`src/rtl/sltx_pkg.sv`:
```
package sltx_pkg;

  typedef enum logic [0:0] {
    TX_IDLE = 1'b0,
    TX_SEND = 1'b1
  } tx_state_e;

  // A recessive 1 that reads back as 0 means another station won.
  function automatic logic overridden(input logic sent_bit, input logic seen_bit);
    return sent_bit & ~seen_bit;
  endfunction

  // Number of frame slots (start + data + stop).
  function automatic int frame_len(input int data_w);
    return data_w + 2;
  endfunction

endpackage

```
`src/rtl/sltx_sync.sv`:
```
module sltx_sync #(
  parameter int   STAGES    = 2,
  parameter logic RESET_VAL = 1'b1
) (
  input  logic clk,
  input  logic rst_n,
  input  logic async_in,
  output logic sync_out
);
  logic [STAGES-1:0] chain_q;

  always_ff @(posedge clk) begin
    if (!rst_n) chain_q[0] <= RESET_VAL;
    else        chain_q[0] <= async_in;
  end

  for (genvar s = 1; s < STAGES; s++) begin : g_stage
    always_ff @(posedge clk) begin
      if (!rst_n) chain_q[s] <= RESET_VAL;
      else        chain_q[s] <= chain_q[s-1];
    end
  end

  assign sync_out = chain_q[STAGES-1];
endmodule

```
`src/rtl/sltx_bit_timer.sv`:
```
module sltx_bit_timer #(
  parameter int TICKS     = 8,
  parameter int SAMPLE_AT = 5,
  parameter int SLOTS     = 10,
  parameter int TICK_W    = 3,
  parameter int IDX_W     = 4
) (
  input  logic              clk,
  input  logic              rst_n,
  input  logic              run,
  output logic [TICK_W-1:0] tick,
  output logic [IDX_W-1:0]  idx,
  output logic              strobe,
  output logic              bit_end,
  output logic              last_bit
);
  localparam logic [TICK_W-1:0] TICK_LAST = TICK_W'(TICKS - 1);
  localparam logic [TICK_W-1:0] TICK_SMP  = TICK_W'(SAMPLE_AT);
  localparam logic [IDX_W-1:0]  IDX_LAST  = IDX_W'(SLOTS - 1);

  logic [TICK_W-1:0] tick_q;
  logic [IDX_W-1:0]  idx_q;

  always_ff @(posedge clk) begin
    if (!rst_n || !run) begin
      tick_q <= '0;
      idx_q  <= '0;
    end else if (tick_q == TICK_LAST) begin
      tick_q <= '0;
      idx_q  <= idx_q + 1'b1;
    end else begin
      tick_q <= tick_q + 1'b1;
    end
  end

  assign tick     = tick_q;
  assign idx      = idx_q;
  assign strobe   = run && (tick_q == TICK_SMP);
  assign bit_end  = run && (tick_q == TICK_LAST);
  assign last_bit = (idx_q == IDX_LAST);
endmodule

```
`src/rtl/sltx_arbiter.sv`:
```
module sltx_arbiter (
  input  logic strobe,
  input  logic sent_bit,
  input  logic seen_bit,
  output logic collide
);
  import sltx_pkg::*;
  assign collide = strobe && overridden(sent_bit, seen_bit);
endmodule

```
`src/rtl/shared_line_tx.sv`:
```
module shared_line_tx #(
  parameter int DATA_W        = 8,
  parameter int TICKS_PER_BIT = 8,
  parameter int SAMPLE_TICK   = 5,
  parameter int SYNC_STAGES   = 2
) (
  input  logic              clk,
  input  logic              rst_n,
  input  logic [DATA_W-1:0] tx_data,
  input  logic              tx_valid,
  output logic              tx_ready,
  input  logic              line_in,
  output logic              line_pull_n,
  output logic              tx_done,
  output logic              arb_lost
);
  import sltx_pkg::*;

  localparam int FRAME_LEN = frame_len(DATA_W);
  localparam int TICK_W    = (TICKS_PER_BIT > 1) ? $clog2(TICKS_PER_BIT) : 1;
  localparam int IDX_W     = $clog2(FRAME_LEN);
  localparam int SLOTS     = 1 << IDX_W;

  // Frame image: slot 0 start (0), data LSB first, then stop and idle ones.
  function automatic logic [SLOTS-1:0] build_frame(input logic [DATA_W-1:0] d);
    logic [SLOTS-1:0] f;
    f            = '1;
    f[0]         = 1'b0;
    f[DATA_W:1]  = d;
    return f;
  endfunction

  tx_state_e         state_q;
  logic [SLOTS-1:0]  frame_q;
  logic              done_q, lost_q;

  // Named internal events, visible to the checker.
  logic              accept;
  logic              running;
  logic              sent_bit;
  logic              seen_bit;
  logic              strobe;
  logic              collide;
  logic              bit_end;
  logic              last_bit;
  logic              frame_end;
  logic [TICK_W-1:0] tick;
  logic [IDX_W-1:0]  idx;

  assign running   = (state_q == TX_SEND);
  assign accept    = tx_valid && (state_q == TX_IDLE);
  assign sent_bit  = frame_q[idx];
  assign frame_end = bit_end && last_bit;

  sltx_sync #(
    .STAGES    (SYNC_STAGES),
    .RESET_VAL (1'b1)
  ) u_sync (
    .clk      (clk),
    .rst_n    (rst_n),
    .async_in (line_in),
    .sync_out (seen_bit)
  );

  sltx_bit_timer #(
    .TICKS     (TICKS_PER_BIT),
    .SAMPLE_AT (SAMPLE_TICK),
    .SLOTS     (FRAME_LEN),
    .TICK_W    (TICK_W),
    .IDX_W     (IDX_W)
  ) u_timer (
    .clk      (clk),
    .rst_n    (rst_n),
    .run      (running),
    .tick     (tick),
    .idx      (idx),
    .strobe   (strobe),
    .bit_end  (bit_end),
    .last_bit (last_bit)
  );

  sltx_arbiter u_arb (
    .strobe   (strobe),
    .sent_bit (sent_bit),
    .seen_bit (seen_bit),
    .collide  (collide)
  );

  always_ff @(posedge clk) begin
    if (!rst_n) begin
      state_q <= TX_IDLE;
      frame_q <= '1;
      done_q  <= 1'b0;
      lost_q  <= 1'b0;
    end else begin
      done_q <= 1'b0;
      lost_q <= 1'b0;
      if (accept) begin
        state_q <= TX_SEND;
        frame_q <= build_frame(tx_data);
      end else if (running) begin
        if (collide) begin
          state_q <= TX_IDLE;
          lost_q  <= 1'b1;
        end else if (frame_end) begin
          state_q <= TX_IDLE;
          done_q  <= 1'b1;
        end
      end
    end
  end

  assign tx_ready    = (state_q == TX_IDLE);
  assign line_pull_n = running ? sent_bit : 1'b1;
  assign tx_done     = done_q;
  assign arb_lost    = lost_q;
endmodule

```
`config.mk`:
```
export PLATFORM = sky130hd
export DESIGN_NAME = shared_line_tx
export DESIGN_NICKNAME = d
export VERILOG_FILES = /design/src/rtl/sltx_pkg.sv /design/src/rtl/sltx_sync.sv /design/src/rtl/sltx_bit_timer.sv /design/src/rtl/sltx_arbiter.sv /design/src/rtl/shared_line_tx.sv
export SDC_FILE = /design/constraint.sdc
export NUM_CORES = 1
export LEC_CHECK = 0
export BUFFER_PORTS_ARGS = -buffer_cell sky130_fd_sc_hd__clkbuf_2
export CELL_PAD_IN_SITES_DETAIL_PLACEMENT = 0
export CELL_PAD_IN_SITES_GLOBAL_PLACEMENT = 1
export CORE_ASPECT_RATIO = 1.75
export CORE_MARGIN = 2
export CORE_UTILIZATION = 39
export CTS_CLUSTER_DIAMETER = 60
export DETAILED_ROUTE_END_ITERATION = 6
export PLACE_DENSITY_LB_ADDON = 0.1
export SETUP_SLACK_MARGIN = 0.02
export SLEW_MARGIN = 10
export SYNTH_ARGS = -nofsm -noshare
export SYNTH_HDL_FRONTEND = slang
export SYNTH_SLANG_ARGS = --single-unit
```
`constraint.sdc`:
```
create_clock -name clk -period 2.05 [get_ports clk]
set_input_delay 0.5125 -clock clk [delete_from_list [all_inputs] [get_ports clk]]
set_output_delay 0.5125 -clock clk [all_outputs]
set_load 0.02 [all_outputs]
```
### Word level (Yosys, flattened, before mapping)

Index checks and enable logic that the tools add are counted.

| word-level totals | value |
|---|---|
| register bits after elaboration | 21 |
| input port bits | 12 |
| output and inout bits | 4 |
| word-level logic and storage cells | 38 |

| operators by class | value |
|---|---|
| $add $sub $neg | 2 |
| $lt $le $gt $ge | 1 |
| equality and inequality tests | 3 |
| multiplexer cells | 9 |
| bitwise gates (word level) | 4 |
| reductions and logical operators | 11 |

Operator list:

| operator | count |
|---|---|
| two-way mux 1 bit | 8 |
| == test 3 bit (second input constant) | 2 |
| logical AND 1 bit | 5 |
| less-than comparator 4 x 5 -> 1 bit (second input constant) | 1 |
| adder 4 x 1 -> 4 bit (second input constant) | 1 |
| binary-select mux 1 bit (select 4 bit) | 1 |
| == test 4 bit (second input constant) | 1 |
| OR reduction 4 bit | 1 |
| adder 3 x 1 -> 3 bit (second input constant) | 1 |
| inverter 1 bit | 3 |
| OR reduction 3 bit | 1 |
| logical NOT 1 bit | 2 |
| OR reduction 2 bit | 1 |
| bitwise AND 1 bit | 1 |
| logical OR 1 bit | 1 |

### Logic depth before layout (Yosys ltp)

| logic depth | value |
|---|---|
| depth after elaboration | 7 |
| gate-level depth with buffers | 6 |
| gate-level depth less buffers | 5 |

### Modules after synthesis

Synthesis repeated with hierarchy kept, for this count alone.

| unflattened totals | value |
|---|---|
| cell total of the unflattened synthesis | 99 |
| area, all modules | 922.1 um2 |

By module, submodules not included:

| module | instances | cells each | area each (um2) | seq. area each (um2) |
|---|---|---|---|---|
| shared_line_tx | 1 | 60 | 508.0 | 240.2 |
| sltx_bit_timer | 1 | 34 | 352.8 | 140.1 |
| sltx_sync | 1 | 4 | 52.6 | 40.0 |
| sltx_arbiter | 1 | 1 | 8.8 | 0.0 |

### Worst setup path before layout

OpenSTA, ideal clock, no wires.

| path | value |
|---|---|
| path type | reg2out |
| start | register u_timer.idx_q[0], in the netlist u_timer.idx[0] |
| end | output line_pull_n |
| arrival | 1.335 ns |
| required time | 1.537 ns |
| slack | 0.203 ns |
| stages on the path, launching flop included | 6 |
| buffers on the path | 1 |
| path through | dfxtp_1 > buf_6 > mux4_2 > o21a_1 > nor2_1 > nand2_1 |

| on the way | value |
|---|---|
| word-level cells in the longest chain between the ends | 3 |

Ends and longest elaborated chain:

| what | RTL line | text |
|---|---|---|
| from (decl) | sltx_bit_timer.sv:22 | `logic [IDX_W-1:0] idx_q;` |
| from (signal assigned) | sltx_bit_timer.sv:30 | `idx_q <= idx_q + 1'b1;` |
| binary-select mux 1 bit (select 4 bit) | shared_line_tx.sv:52 | `assign sent_bit = frame_q[idx];` |
| two-way mux 1 bit (not written as such) | shared_line_tx.sv:52 |  |
| two-way mux 1 bit | shared_line_tx.sv:114 | `assign line_pull_n = running ? sent_bit : 1'b1;` |
| to (decl) | shared_line_tx.sv:13 | `output logic line_pull_n,` |

Every way passes these cells. The select of a mux whose other input is x is not followed.

### Final worst setup path

Same ends and word-level chain as after synthesis.

==> metrics.md <==
| Metric | Value |
|---|---|
| Final Hold Violating Endpoints | 0 |
| Instance count of the mapped netlist | 97 |
| Starting utilization of the core area | 42.0% |
| Number of detailed-routing iterations run before antenna repair | 3 |
| Remaining number of nets flagged by the antenna check after routing | 0 |
| Seq cells post-synth | 21 |
| Max_slew headroom | between 70% and 80% |
| Quantity of I/O buffers inserted on ports | 15 |
| Mean routed wirelength per cell | 11.3 um |
| I/O pins | 16 |
| Height of the chip | 67.2 um |
| Run status | finished, violations left |
| Root cell of the clock tree | clkbuf_4 |
| Slew at the pin closest to its max-slew limit | approximately 320 ps |
| Final critical-path setup slack | -104 ps |
| HPWL reported at the end of detailed placement | approximately 1.2 mm |
| Global routing usage summed across all routing layers | between 10 and 15% |
| Required time of the critical path | 1540 ps |
| Critical Path Fanout Max | 3 |
| Post-CTS setup buffers | 0 |
| Inst Count DP | 134 |
| Pwr per Cell Area | approximately 700 mW/mm2 |
| Number of distinct library cells after synthesis | 28 |
| Number of remaining DRC errors | 0 |
| Startpoint class of the critical path | register |
| Final setup skew | about 9.4 ps |
| Clock-pin slew reported for the worst setup and hold paths after clock tree synthesis | about 130 ps |
| Arrival @ worst endpoint | 1640 ps |
| Max-cap viol count | 0 |
| Total count of max-transition violations in the final report | 0 |
| FP Rows | 22 |
| Sequential area share after synthesis | between 40% and 50% |
| Final weighted congestion in routability-driven placement | 0.678 |
| Clock buffer depth | 2 |
| Diodes inserted | 0 |
| Crit share post-route | 105% |
| Storage cell area | 423 um2 |
| Synthesized net count | approximately 110 |
| Clock latency at the later pin of the worst-skew pair | approximately 310 ps |
| Number of vias after detailed routing | a little under 700 |
| Ratio of routed vias to standard cells | around 4.9 |
| Clock period minus worst slack | 2150 ps |
| Die Footprint | 0.00269 mm2 |
| Share of cells above drive strength 1 | 25.4% |
| EDFF count, synth | 0 |
| Pin count of the biggest net entering global routing | 14 |
| Detailed-route wire length | about 1.6 mm |
| Initial antenna violation count | 0 |
| Violated checks | negative setup slack |
| Worst voltage drop across the vdd grid | around 0.44 mV |
| Synth async-reset ratio | 0% |
| Number of hold buffers added after cts | 0 |
| Number of setup violations in the final report | 1 |
| Reported leakage power | 0.450 nW |
| Die width | 40.1 um |
| DP Worst Slack | 171 ps |
| CTS buffer count | 3 |
| TritonCTS clock tree | yes |
| Area taken by multi-input logic gates | 440 um2 |
| Path category of the worst min-delay check | input pin to register |
| Total congestion overflow | 0 |
| Post-synth top flop | dfxtp_1 |
| Avg Cell Area, Syn | 9.17 um2 |
| Total Nets Final | 132 |
| Core footprint | 0.00212 mm2 |
| Max Clk Rate | 464 MHz |
| First-iteration detailed-routing DRC count | 6 |
| Netlist area before placement | 890 um2 |
| Setup CP Type | register to output pin |
| Endpoint kind of the worst setup timing path | output pin |
| Number of clock sinks seen by CTS | 21 |
| Synthesis-to-layout area growth | 16.7% |
| Wire length of the first global-routing pass | ~2.6 mm |
| Final cell count without fillers | between 100 and 150 |
| Fillers | around 210 |
| RSZ-0062 raised after global routing | true |
| Count of yosys warnings during synthesis | 0 |
| Via count of the first global-routing pass | 609 |
| H-Tree Depth | 1 |
worst paths after layout:
check	slack, ps	cells past startpoint	end	from
worst max-delay path	-100	5	line_pull_n	u_timer.idx[0]
worst min-delay path	370	2	u_sync.chain_q[0]	line_in
worst max register to register	580	5	running	u_timer.tick[0]
worst min register to register	420	1	u_sync.sync_out	u_sync.chain_q[0]
kinds of logic after synthesis:
family,Yosys count,share of synthesized area (%)
adders and majority gates,5,7.03
buffers and inverters,8,4.36
muxes,3,4.78
xor gates and xnor gates,3,2.95
and+or+nand+nor,50,27.3
DFF,21,47.3
AOI/OAI and AO/OA,7,6.33
synthesized netlist by cell type (all sizes together), types with 2 or more instances:
cell    count  area, um2
nand2      23       86.3
dfxtp      21        420
nand3       8       40.0
nor2        6       22.5
ha          5       62.6
nor3        4       25.0
clkbuf      3       11.3
inv         3       11.3
nand2b      3       18.8
buf         2       16.3
mux2i       2       20.0
nand4b      2       17.5
nor3b       2       20.0
xor2        2       17.5
state kept, by name, indices dropped and copies added, names as in the netlist:
| signal | count |
|---|---|
| frame_q | 9 |
| u_timer.idx | 4 |
| arb_lost | 1 |
| u_sync.sync_out | 1 |
| tx_done | 1 |
| u_sync.chain_q | 1 |
| u_timer.tick | 3 |
| running | 1 |
critical path, cell delays in order (launching register included):
cell	delay (ps)
dfxtp_2	380
mux4_2	490
o21a_1	140
nor2_2	110
nand2_1	80
buf_6	140
layer usage:
layer | share of wire, % | GRT usage (%) | vias to the layer above
met3 | 2.2 | 1.97 | 4
met1 | 44 | 15.1 | 304
met2 | 52 | 23.2 | 9
met4 | 2.0 | 9.05 | 0
li1 | - | - | 361
met5 | 0 | 0 | -
area by class of cell:
class | instances | share of cell area (%)
clock buffer | 3 | 2.17
sequential | 21 | 40.7
tap | 24 | 2.89
timing repair buffer | 18 | 10.0
inverter | 3 | 1.08
multi-input combinational | 68 | 42.4
clock inverter | 1 | 0.723
cell usage in the layout, fill, tap and decap left out:
cell type | synthesis | final
nor2_2 | 0 | 1
nor2_1 | 6 | 5
o31a_1 | 1 | 1
buf_6 | 1 | 1
o21ba_1 | 1 | 1
nand3_1 | 8 | 8
mux4_2 | 1 | 1
nand4_1 | 1 | 1
mux2i_1 | 2 | 2
clkbuf_4 | 0 | 3
dfxtp_2 | 0 | 2
nand4b_1 | 2 | 2
clkbuf_2 | 0 | 14
a21oi_1 | 1 | 1
nor3_1 | 3 | 3
o221ai_1 | 1 | 1
nor3_2 | 1 | 1
nand2b_1 | 3 | 3
o41ai_2 | 0 | 1
xnor2_1 | 1 | 1
clkinvlp_4 | 0 | 1
dfxtp_1 | 21 | 19
o21a_1 | 1 | 1
nor2b_1 | 1 | 1
inv_1 | 3 | 3
a211oi_1 | 1 | 1
buf_4 | 0 | 3
ha_1 | 5 | 5
nor3b_2 | 1 | 1
nor3b_1 | 1 | 1
xor2_1 | 2 | 2
nand2_1 | 23 | 23
repair_timing:
item | CTS | global route
gates resized for setup | 3 | 4
endpoints found under the setup margin | 1 | 1
pin swaps | 1 | 1
where the power goes:
group	total, W	internal [W]	switching, W
sequential	0.000440	0.000428	0.0000124
combinational	0.0000688	0.0000320	0.0000367
clock	0.000209	0.0000745	0.000134
total	0.000718	0.000534	0.000183
stage by stage:
step	total power (W)	TNS (ps)	utilization, %	instance area, um2	hold slack [ps]
floorplan	0.000492	0	-	890	386
global placement	0.000517	0	46.7	990	392
detailed placement	0.000519	0	46.7	990	392
CTS	0.000731	-156	48.3	1020	360
global route	0.000757	-185	49.0	1040	370
finish	0.000718	-104	49.0	1040	371
Power figures use the tool's default switching activity.
